File: src/rtl/wst_pkg.sv
package wst_pkg;
  localparam int unsigned CTRL_W   = 8;
  localparam int unsigned WAIT_LSB = 5;
  localparam int unsigned WAIT_W   = 3;

  typedef enum logic {PH_IDLE = 1'b0, PH_BUSY = 1'b1} phase_t;
endpackage

File: src/rtl/wst_cfg_regs.sv
module wst_cfg_regs #(
  parameter int unsigned NUM_CS   = 4,
  parameter int unsigned CTRL_W   = 8,
  parameter int unsigned WAIT_LSB = 5,
  parameter int unsigned WAIT_W   = 3,
  parameter int unsigned SEL_W    = 2
) (
  input  logic                           clk,
  input  logic                           rst_n,
  input  logic                           we,
  input  logic [SEL_W-1:0]               sel,
  input  logic [CTRL_W-1:0]              wdata,
  output logic [NUM_CS-1:0][WAIT_W-1:0]  waits
);
  localparam logic [CTRL_W-1:0] FIELD_MASK = ((CTRL_W'(1) << WAIT_W) - CTRL_W'(1)) << WAIT_LSB;

  logic [WAIT_W-1:0] field;
  logic              wdata_unused;

  assign field        = wdata[WAIT_LSB +: WAIT_W];
  assign wdata_unused = ^(wdata & ~FIELD_MASK);

  for (genvar g = 0; g < NUM_CS; g++) begin : g_reg
    always_ff @(posedge clk or negedge rst_n) begin
      if (!rst_n)                             waits[g] <= '0;
      else if (we && (sel == SEL_W'(g)))      waits[g] <= field;
    end
  end
endmodule

File: src/rtl/wst_wait_sync.sv
module wst_wait_sync (
  input  logic clk,
  input  logic rst_n,
  input  logic pin_n,
  output logic pin_q_n
);
  always_ff @(posedge clk or negedge rst_n) begin
    if (!rst_n) pin_q_n <= 1'b1;
    else        pin_q_n <= pin_n;
  end
endmodule

File: src/rtl/wst_stall_seq.sv
module wst_stall_seq
  import wst_pkg::*;
#(
  parameter int unsigned NUM_CS = 4,
  parameter int unsigned WAIT_W = 3,
  parameter int unsigned SEL_W  = 2
) (
  input  logic                          clk,
  input  logic                          rst_n,
  input  logic                          req,
  input  logic                          done,
  input  logic [NUM_CS-1:0]             hit,
  input  logic [NUM_CS-1:0][WAIT_W-1:0] waits,
  input  logic                          wait_q_n,
  output logic [NUM_CS-1:0]             cs_n,
  output logic                          stall,
  output logic                          start_evt,
  output logic                          end_evt,
  output logic                          cnt_zero,
  output logic [WAIT_W-1:0]             start_wait,
  output logic                          wait_armed
);
  // lowest set bit wins
  function automatic logic [SEL_W-1:0] first_hit(input logic [NUM_CS-1:0] v);
    logic [SEL_W-1:0] idx;
    idx = '0;
    for (int i = NUM_CS - 1; i >= 0; i--) begin
      if (v[i]) idx = SEL_W'(i);
    end
    return idx;
  endfunction

  phase_t           phase;
  logic [SEL_W-1:0] sel_q;
  logic [SEL_W-1:0] sel_d;
  logic [WAIT_W-1:0] cnt;

  assign sel_d      = first_hit(hit);
  assign start_wait = waits[sel_d];
  assign start_evt  = (phase == PH_IDLE) && req && (|hit);
  assign end_evt    = (phase == PH_BUSY) && done;
  assign cnt_zero   = (cnt == '0);

  always_ff @(posedge clk or negedge rst_n) begin
    if (!rst_n) begin
      phase      <= PH_IDLE;
      sel_q      <= '0;
      cnt        <= '0;
      wait_armed <= 1'b0;
    end else if (start_evt) begin
      phase      <= PH_BUSY;
      sel_q      <= sel_d;
      cnt        <= start_wait;
      wait_armed <= (start_wait != '0);
    end else if (end_evt) begin
      phase      <= PH_IDLE;
      cnt        <= '0;
      wait_armed <= 1'b0;
    end else if ((phase == PH_BUSY) && !cnt_zero) begin
      cnt        <= cnt - WAIT_W'(1);
    end
  end

  for (genvar g = 0; g < NUM_CS; g++) begin : g_cs
    assign cs_n[g] = !((phase == PH_BUSY) && (sel_q == SEL_W'(g)));
  end

  assign stall = (phase == PH_BUSY) && (!cnt_zero || (wait_armed && !wait_q_n));
endmodule

File: src/rtl/wst_stall_ctrl.sv
module wst_stall_ctrl
  import wst_pkg::*;
#(
  parameter int unsigned NUM_CS    = 4,
  parameter int unsigned REG_W     = wst_pkg::CTRL_W,
  parameter int unsigned FIELD_LSB = wst_pkg::WAIT_LSB,
  parameter int unsigned FIELD_W   = wst_pkg::WAIT_W,
  localparam int unsigned SEL_W    = (NUM_CS > 1) ? $clog2(NUM_CS) : 1
) (
  input  logic              clk,
  input  logic              rst_n,
  input  logic [NUM_CS-1:0] cs_hit,
  input  logic              iorq_n,
  input  logic              rd_n,
  input  logic              wr_n,
  input  logic              wait_n,
  input  logic              reg_we,
  input  logic [SEL_W-1:0]  reg_sel,
  input  logic [REG_W-1:0]  reg_wdata,
  output logic [NUM_CS-1:0] cs_n,
  output logic              stall
);
  logic [NUM_CS-1:0][FIELD_W-1:0] waits;
  logic                           wait_q_n;
  logic                           io_req;
  logic                           strobes_idle;
  logic                           start_evt;
  logic                           end_evt;
  logic                           cnt_zero;
  logic [FIELD_W-1:0]             start_wait;
  logic                           wait_armed;

  assign io_req       = !iorq_n && (!rd_n || !wr_n);
  assign strobes_idle = rd_n && wr_n;

  wst_cfg_regs #(
    .NUM_CS(NUM_CS), .CTRL_W(REG_W), .WAIT_LSB(FIELD_LSB),
    .WAIT_W(FIELD_W), .SEL_W(SEL_W)
  ) u_regs (
    .clk(clk), .rst_n(rst_n), .we(reg_we), .sel(reg_sel),
    .wdata(reg_wdata), .waits(waits)
  );

  wst_wait_sync u_sync (
    .clk(clk), .rst_n(rst_n), .pin_n(wait_n), .pin_q_n(wait_q_n)
  );

  wst_stall_seq #(
    .NUM_CS(NUM_CS), .WAIT_W(FIELD_W), .SEL_W(SEL_W)
  ) u_seq (
    .clk(clk), .rst_n(rst_n), .req(io_req), .done(strobes_idle),
    .hit(cs_hit), .waits(waits), .wait_q_n(wait_q_n),
    .cs_n(cs_n), .stall(stall), .start_evt(start_evt), .end_evt(end_evt),
    .cnt_zero(cnt_zero), .start_wait(start_wait), .wait_armed(wait_armed)
  );
endmodule

File: config.mk
export PLATFORM = sky130hd
export DESIGN_NAME = wst_stall_ctrl
export DESIGN_NICKNAME = d
export VERILOG_FILES = /design/src/rtl/wst_pkg.sv /design/src/rtl/wst_cfg_regs.sv /design/src/rtl/wst_wait_sync.sv /design/src/rtl/wst_stall_seq.sv /design/src/rtl/wst_stall_ctrl.sv
export SDC_FILE = /design/constraint.sdc
export NUM_CORES = 1
export LEC_CHECK = 0
export BUFFER_PORTS_ARGS = -buffer_cell sky130_fd_sc_hd__buf_4
export CAP_MARGIN = 20
export CELL_PAD_IN_SITES_DETAIL_PLACEMENT = 1
export CELL_PAD_IN_SITES_GLOBAL_PLACEMENT = 1
export CORE_UTILIZATION = 43
export DETAILED_ROUTE_END_ITERATION = 16
export PLACE_DENSITY = 0.93
export SLEW_MARGIN = 20
export SYNTH_ARGS = -nofsm -noshare
export SYNTH_HDL_FRONTEND = slang
export SYNTH_SLANG_ARGS = --single-unit
File: constraint.sdc
create_clock -name clk -period 3.9 [get_ports clk]
set_clock_uncertainty 0.2 [all_clocks]
set_input_delay 0.975 -clock clk [delete_from_list [all_inputs] [get_ports clk]]
set_output_delay 0.975 -clock clk [all_outputs]
set_load 0.02 [all_outputs]
## After elaboration in Yosys (flattened, before gate mapping)

Cells that the tools add are included.

- Reductions and logical operators: 34
- Multiply operators: 0
- Order comparisons: 1
- Shift-type cells: 0
- Multiplexer cells: 12
- Equal/unequal tests: 6
- Divide/modulo/power cells: 0
- Add/subtract/negate cells: 1
- Bitwise operators: 1

Operators with widths:

| operator | count |
|---|---|
| logical AND 1 bit | 16 |
| 2-to-1 mux 3 bit | 4 |
| logical NOT 1 bit | 9 |
| == test 2 bit, second input constant | 4 |
| 2-to-1 mux 2 bit | 4 |
| binary-select mux 3 bit (select 2 bit) | 1 |
| nonzero test 3 bit | 2 |
| == test 2 x 1 -> 1 bit, second input constant | 2 |
| logical NOT 2 bit | 2 |
| OR reduction 4 bit | 1 |
| logical NOT 3 bit | 1 |
| less-than comparator 2 x 3 -> 1 bit, second input constant | 1 |
| 2-to-1 mux 1 bit | 3 |
| subtractor 3 x 1 -> 3 bit, second input constant | 1 |
| logical OR 1 bit | 2 |
| nonzero test 2 bit | 1 |
| NOT 1 bit | 1 |

- Logic and storage cells: 64
- Bits in latches: 0
- Bits in read-only memories: 0
- Bits of input ports: 21
- Memory bits (writable): 0
- Bits in registers: 20
- Output and inout bits: 5
- Memories kept: 0

## Longest topological paths before layout

Gate-level depths: netlist of run 1.

- Depth after elaboration: 8
- Depth in mapped cells: 7
- Depth with buffers taken out: 7

## Cells and area by module

Synthesis of run 1 repeated with hierarchy kept, for this count alone.

- Cells, all modules: 104
- Area total of the unflattened synthesis: 1,108.6 um^2

Modules (own cells, without submodules):

| module | sequential area each (um^2) | cells an instance | times used | area an instance (um^2) |
|---|---|---|---|---|
| wst_stall_seq | 175.2 | 73 | 1 | 596.8 |
| wst_cfg_regs | 300.3 | 28 | 1 | 474.2 |
| wst_wait_sync | 26.3 | 1 | 1 | 26.3 |
| wst_stall_ctrl | 0.0 | 2 | 1 | 11.3 |

## Least setup slack after synthesis of run 1

No wires, ideal clock.

- Path type: flip-flop to output port
- Start: reg u_seq.cnt[0]
- End: out stall
- Stages on the path, launching flop included: 6
- Required time: 2.725 ns
- Path slack: 1.450 ns
- Arrival time: 1.275 ns
- Cells stage by stage: dfrtp_1 inv_1 ha_1 inv_1 o21ai_0 o21ai_0

- Cells in the longest elaborated chain, start to end: 4

RTL lines:

| what | line | text |
|---|---|---|
| from (decl) | wst_stall_seq.sv:36 | `logic [WAIT_W-1:0] cnt;` |
| from (signal assigned) | wst_stall_seq.sv:53 | `cnt <= start_wait;` |
| from (signal assigned) | wst_stall_seq.sv:60 | `cnt <= cnt - WAIT_W'(1);` |
| logical NOT 3 bit | wst_stall_seq.sv:42 | `assign cnt_zero = (cnt == '0);` |
| logical NOT 1 bit | wst_stall_seq.sv:68 | `assign stall = (phase == PH_BUSY) && (!cnt_zero \|\| (wait_armed && !wait_q_n));` |
| logical OR 1 bit | wst_stall_seq.sv:68 |  |
| logical AND 1 bit | wst_stall_seq.sv:68 |  |
| to (decl) | wst_stall_ctrl.sv:21 | `output logic stall` |

Every way passes these cells.

## Worst setup path after layout of run 1

Same ends and word-level chain as after synthesis.

==> flow_summary.ini, run 1 <==
[clocking]
htree_levels = 1
cts.path.max_buffers = 2
cts_sinks = 20
cts_buffers = 3
holdBufCountCts = 0
path_clk_slew_ps = 110
clkLatencyLatePin_ps = 300
ctsResizeCount = 0
postCtsSetupRepairBufs = 0
tritoncts = done
root_buffer = clkbuf_4

[timing]
drv_slew = 0
maxSlewHeadroom_pct = 65.0
fin_tns_setup_ps = 0
fmax_ghz = 0.335
finalCriticalPeriod_ps = 2980
final-setup-viol-count = 0
finalHoldViolCount = 0
worst_pin_slew_ps = 519
rsz0062_at_grt = false
fin_crit_sh_pct = 76.5

[route]
drc = 0
antenna_left = 0
initialDrtViolationCount = 1
dr_total_vias = 857
wl_per_cell_um = 15.9
finalWirelength_um = 2380
drtPass1Iterations = 3
vias_per_cell = 5.75

[floorplan]
die_w_um = 52.7
rows = 17
die_area_sq_um = 2770
start_util_pct = 47.6
core_area_sq_um = 2320
die_height_um = 52.7
num_io_pins = 26

[outcome]
status = complete, no violations

[worst_setup_path]
arrival_ps = 1810
worstSetupPathType = flip-flop to output port
start_kind = flip-flop
end_kind = output port
cp_max_fo = 4
cp.required_ps = 2720

[power_and_ir_drop]
power_density_nw_per_um2 = 508
clkPwrFrac_pct = 15.9
power_frac_seq_pct = 47.3
p_sw_share_pct = 35.6
vdd_drop_max_v = 0.000281
power_uw = 651
p_sw_uw = 232
power.internal_uw = 419
leakage_nw = 0.550
comb_power_share_pct = 36.8

[global_routing]
grt_pass1_vias = 870
grt_max_degree = 21
grt_pass1_wl_um = 3930
grt_usage_pct = 20.1
grt_overflow = 0
antenna_found_initial = 0

[synth]
synth_cell_type_count = 35
synth_nets = 123
ys_async_sr_fraction_pct = 100
synth_seq_cells = 20
synth.cell_area_sq_um = 1100
yosysWarningCount = 0
avgSynthCellArea_sq_um = 11.0
synth-edff-count = 0
synth_top_flop_cell = dfrtp_1
yosysSeqAreaShare_pct = 45.5
synthCells = 100

[finish]
area_growth_pct = 16.1
nFillCells = 271
final_layout_size_suffix_gt1_share_pct = 33.9
multi_input_area_sq_um = 542
regArea_sq_um = 502
nets = 145
diodes = 0

[place]
place_hpwl_um = 1900
io_buffers = 20
routabilityCongestion = 0.717

[run]
max_cap_viol_count = 0

[worst_hold_path]
hold_path.class = flip-flop to flip-flop
==> worst max-delay path, stage by stage, from the launching register on <==
cell,delay [ps]
dfrtp_1,400
inv_1,90
ha_1,170
inv_1,40
o21ai_0,420
o21ai_0,190
buf_4,200
==> per-stage QoR <==
| stage | utilization [%] | cells | instance area (sq um) | hold WS (ps) | worst slack, ps |
|---|---|---|---|---|---|
| global placement | 54.1 | 145 | 1250 | 287 | 1370 |
| finish | 55.3 | 149 | 1280 | 311 | 917 |
| CTS | 55.3 | 149 | 1280 | 314 | 914 |
| floorplan | - | 100 | 1100 | 273 | 1450 |
| detailed placement | 54.1 | 145 | 1250 | 289 | 1270 |
| global route | 55.3 | 149 | 1280 | 326 | 821 |
==> kinds of logic (layout without fill, tap and decap cells) <==
group | after synthesis | after routing | share of synthesized area [%]
AND/OR/NAND/NOR | 28 | 28 | 14.3
multiplexers | 12 | 12 | 12.2
XOR/XNOR | 1 | 1 | 0.794
AO/OA/AOI/OAI | 27 | 27 | 19.5
flip-flops | 20 | 20 | 45.5
adder cells (fa/ha/maj) | 2 | 2 | 2.27
buffers and inverters | 10 | 31 | 5.44
==> path summary, 6_finish.rpt <==
path,from,slack [ps],to,depth (start not counted)
max,u_seq.cnt[0]$_DFFE_PN0P_,920,stall,6
min,u_regs.waits[1]$_DFFE_PN0P_,310,u_regs.waits[1]$_DFFE_PN0P_,1
max reg2reg,u_seq.phase$_DFFE_PN0P_,2020,u_seq.cnt[1]$_DFFE_PN0P_,5
min reg2reg,u_regs.waits[1]$_DFFE_PN0P_,310,u_regs.waits[1]$_DFFE_PN0P_,1
max in group asynchronous,rst_n,2910,u_sync.pin_q_n$_DFF_PN1_,1
min in group asynchronous,rst_n,330,u_seq.wait_armed$_DFFE_PN0P_,1
==> power by group through the flow <==
stage / Combinational, mW / Clock [mW] / Sequential (mW)
2_1_floorplan: 0.179 / 0 / 0.292
3_3_place_gp: 0.225 / 0 / 0.305
3_5_place_dp: 0.242 / 0 / 0.313
4_1_cts: 0.244 / 0.107 / 0.309
5_1_grt: 0.266 / 0.113 / 0.315
6_report: 0.239 / 0.103 / 0.308
==> layout by cell type, fill, tap and decap left out <==
| cell | count |
|---|---|
| a211oi_1 | 1 |
| a211oi_4 | 1 |
| a21boi_0 | 1 |
| a21o_1 | 1 |
| a21o_2 | 1 |
| a21oi_1 | 2 |
| a221oi_1 | 1 |
| a311oi_1 | 1 |
| a31oi_1 | 1 |
| a31oi_4 | 1 |
| a32oi_1 | 1 |
| and2_1 | 1 |
| buf_4 | 20 |
| clkbuf_1 | 1 |
| clkbuf_4 | 3 |
| dfrtp_1 | 19 |
| dfstp_2 | 1 |
| ha_1 | 2 |
| inv_1 | 7 |
| mux2_2 | 12 |
| nand2_1 | 10 |
| nand3_1 | 2 |
| nand3b_1 | 5 |
| nor2_1 | 2 |
| nor2b_1 | 3 |
| nor3b_1 | 1 |
| nor4_1 | 1 |
| nor4b_1 | 2 |
| o211ai_1 | 2 |
| o21a_1 | 2 |
| o21ai_0 | 7 |
| o21ai_1 | 1 |
| o221a_2 | 1 |
| o31ai_1 | 1 |
| o41a_1 | 1 |
| or3b_2 | 1 |
| xnor2_1 | 1 |
==> registers in the layout, summed over array words and instances (netlist names) <==
name,count
u_sync.pin_q_n,1
u_seq.wait_armed,1
u_regs.waits,12
u_seq.cnt,3
u_seq.phase,1
u_seq.sel_q,2
==> final cells by class <==
| class | instances | share of cell area (%) |
|---|---|---|
| clock buffer | 4 | 2.05 |
| timing repair buffer | 20 | 11.7 |
| sequential | 20 | 39.2 |
| inverter | 7 | 2.05 |
| multi-input combinational | 70 | 42.3 |
| tap | 28 | 2.73 |
==> cell usage after synthesis, types with 2 or more instances <==
library cell	count	area (sq um)
nor2_1	2	7.51
nand3_1	2	10.0
o21ai_0	7	35.0
ha_1	2	25.0
inv_1	7	26.3
nand3b_1	5	37.5
mux2_2	12	135
nor4b_1	2	17.5
o211ai_1	2	15.0
nor2b_1	3	18.8
dfrtp_1	19	475
nand2_1	10	37.5
a21oi_1	2	10.0
o21a_1	2	15.0
buf_6	3	33.8
==> metal layers <==
metal | GRT usage (%) | wire (um)
met1 | 21.5 | 956
met2 | 39.2 | 1330
met3 | 2.03 | 68
met4 | 7.89 | 24
met5 | 0 | 0
Note: power is estimated with default switching activity, not from simulation.
==> run 2: changes to the inputs <==
- CORE_UTILIZATION: 43 -> 40
- PLACE_DENSITY: 0.93 -> 0.88
- clock period: 3.9 -> 2.9 ns (I/O delays scaled with it)
==> flow_summary.ini, run 2 (synthesis results as in run 1) <==
[outcome]
status = complete, no violations

[clocking]
clkLatencyLatePin_ps = 310
ctsResizeCount = 0
tritoncts = done
cts_sinks = 20
cts.path.max_buffers = 2
holdBufCountCts = 0
htree_levels = 1
cts_buffers = 3
postCtsSetupRepairBufs = 0
path_clk_slew_ps = 110
root_buffer = clkbuf_4

[route]
vias_per_cell = 5.74
wl_met3_um = 84
finalWirelength_um = 2390
antenna_left = 0
dr_wl_met2_um = 1260
initialDrtViolationCount = 11
wl_per_cell_um = 15.8
drtPass1Iterations = 4
dr_total_vias = 867
m1WireLength_um = 981
drc = 0
top_layer = met4

[worst_setup_path]
cp.required_ps = 1980
r2r_start = u_seq.phase$_DFFE_PN0P_
start_kind = flip-flop
end_kind = output port
arrival_ps = 1790
worstSetupPathType = flip-flop to output port
cp_max_fo = 4
rr_endpoint = u_seq.cnt[1]$_DFFE_PN0P_
r2r_cells = 5
rrSetupSlack_ps = 1020

[power_and_ir_drop]
power.internal_uw = 564
leakage_nw = 0.550
comb_power_share_pct = 37.0
vdd_drop_max_v = 0.000369
power_density_nw_per_um2 = 684
power_frac_seq_pct = 47.0
p_sw_uw = 314
p_sw_share_pct = 35.7
clkPwrFrac_pct = 15.9

[floorplan]
die_w_um = 54.5
rows = 18
num_io_pins = 26
start_util_pct = 43.4
core_area_sq_um = 2540
die_height_um = 54.5
die_area_sq_um = 2970

[finish]
final_cell_mix = 20 x buf_4, 19 x dfrtp_1, 12 x mux2_2
area_growth_pct = 16.3
largest_reg_flops = 12
largest_register = u_regs.waits
layout_commonest_cell = buf_4
design_area_sq_um = 1280
reg_top3 = u_regs.waits (12), u_seq.cnt (3), u_seq.sel_q (2)
fin_cells = 151
final_layout_size_suffix_gt1_share_pct = 33.9
nets = 145
diodes = 0
nFillCells = 299

[place]
place_hpwl_um = 1910
routabilityCongestion = 0.688
dp_cells = 147
io_buffers = 20
dpl_cell_area_sq_um = 1260

[timing]
fin_tns_setup_ps = 0
fin_crit_sh_pct = 93.5
maxSlewHeadroom_pct = 65.1
worst_pin_slew_ps = 523
drv_slew = 0
final-setup-viol-count = 0
finalHoldViolCount = 0
finalCriticalPeriod_ps = 2710
fmax_ghz = 0.369
fin_hold_ws_ps = 68.4
rsz0062_at_grt = false

[global_routing]
grt_usage_pct = 19.8
grt_pass1_wl_um = 4090
antenna_found_initial = 0
grt_overflow = 0
grt_max_degree = 21
grt_pass1_vias = 943

[worst_hold_path]
hold_path.class = primary input to async pin

[run]
max_cap_viol_count = 0
==> run 2: cell counts in the layout (fill, tap and decap cells not counted) <==
Identical to the previous run, type by type.
==> run 2: cell type report <==
class | count | area [sq um] | share of cell area (%)
tap | 30 | 37.5 | 2.92
timing repair buffer | 20 | 150 | 11.7
multi-input combinational | 70 | 542 | 42.2
clock buffer | 4 | 26.3 | 2.05
sequential | 20 | 502 | 39.1
inverter | 7 | 26.3 | 2.05
==> run 2: worst max-delay path by stage <==
| stage | from | slack [ps] | end | cells after the start |
|---|---|---|---|---|
| after detailed placement | u_seq.cnt[0]$_DFFE_PN0P_ | 540 | stall | 6 |
| after floorplan | u_seq.cnt[0]$_DFFE_PN0P_ | 700 | stall | 5 |
| after global routing | u_seq.cnt[0]$_DFFE_PN0P_ | 60 | stall | 6 |
| after global placement | u_seq.cnt[0]$_DFFE_PN0P_ | 630 | stall | 6 |
| after CTS | u_seq.cnt[0]$_DFFE_PN0P_ | 180 | stall | 6 |
| final | u_seq.cnt[0]$_DFFE_PN0P_ | 190 | stall | 6 |
==> run 2: per-stage QoR <==
step,setup slack [ps],utilization [%],power [mW]
after CTS,179,50.4,0.892
after global placement,625,49.4,0.714
after global routing,62.4,50.4,0.941
after floorplan,700,-,0.633
final,188,50.4,0.878
after detailed placement,542,49.4,0.748
==> run 2: critical path, stage by stage (launching register included) <==
cell and delay [ps]:
dfrtp_1 410, inv_1 100, ha_1 180, inv_1 40, o21ai_0 400, o21ai_0 170, buf_4 190
==> run 2: metal layers <==
metal,global-route usage (%),vias to the layer above
met1,19.6,432
met2,39.6,21
li1,-,407
met5,0,-
met3,2.78,7
met4,8.97,0
==> run 2: power by group through the flow <==
| stage | clock, mW | combinational [mW] | sequential [mW] |
|---|---|---|---|
| floorplan | 0 | 0.240 | 0.393 |
| global placement | 0 | 0.303 | 0.411 |
| detailed placement | 0 | 0.329 | 0.419 |
| CTS | 0.146 | 0.333 | 0.413 |
| global route | 0.155 | 0.364 | 0.422 |
| finish | 0.140 | 0.325 | 0.413 |
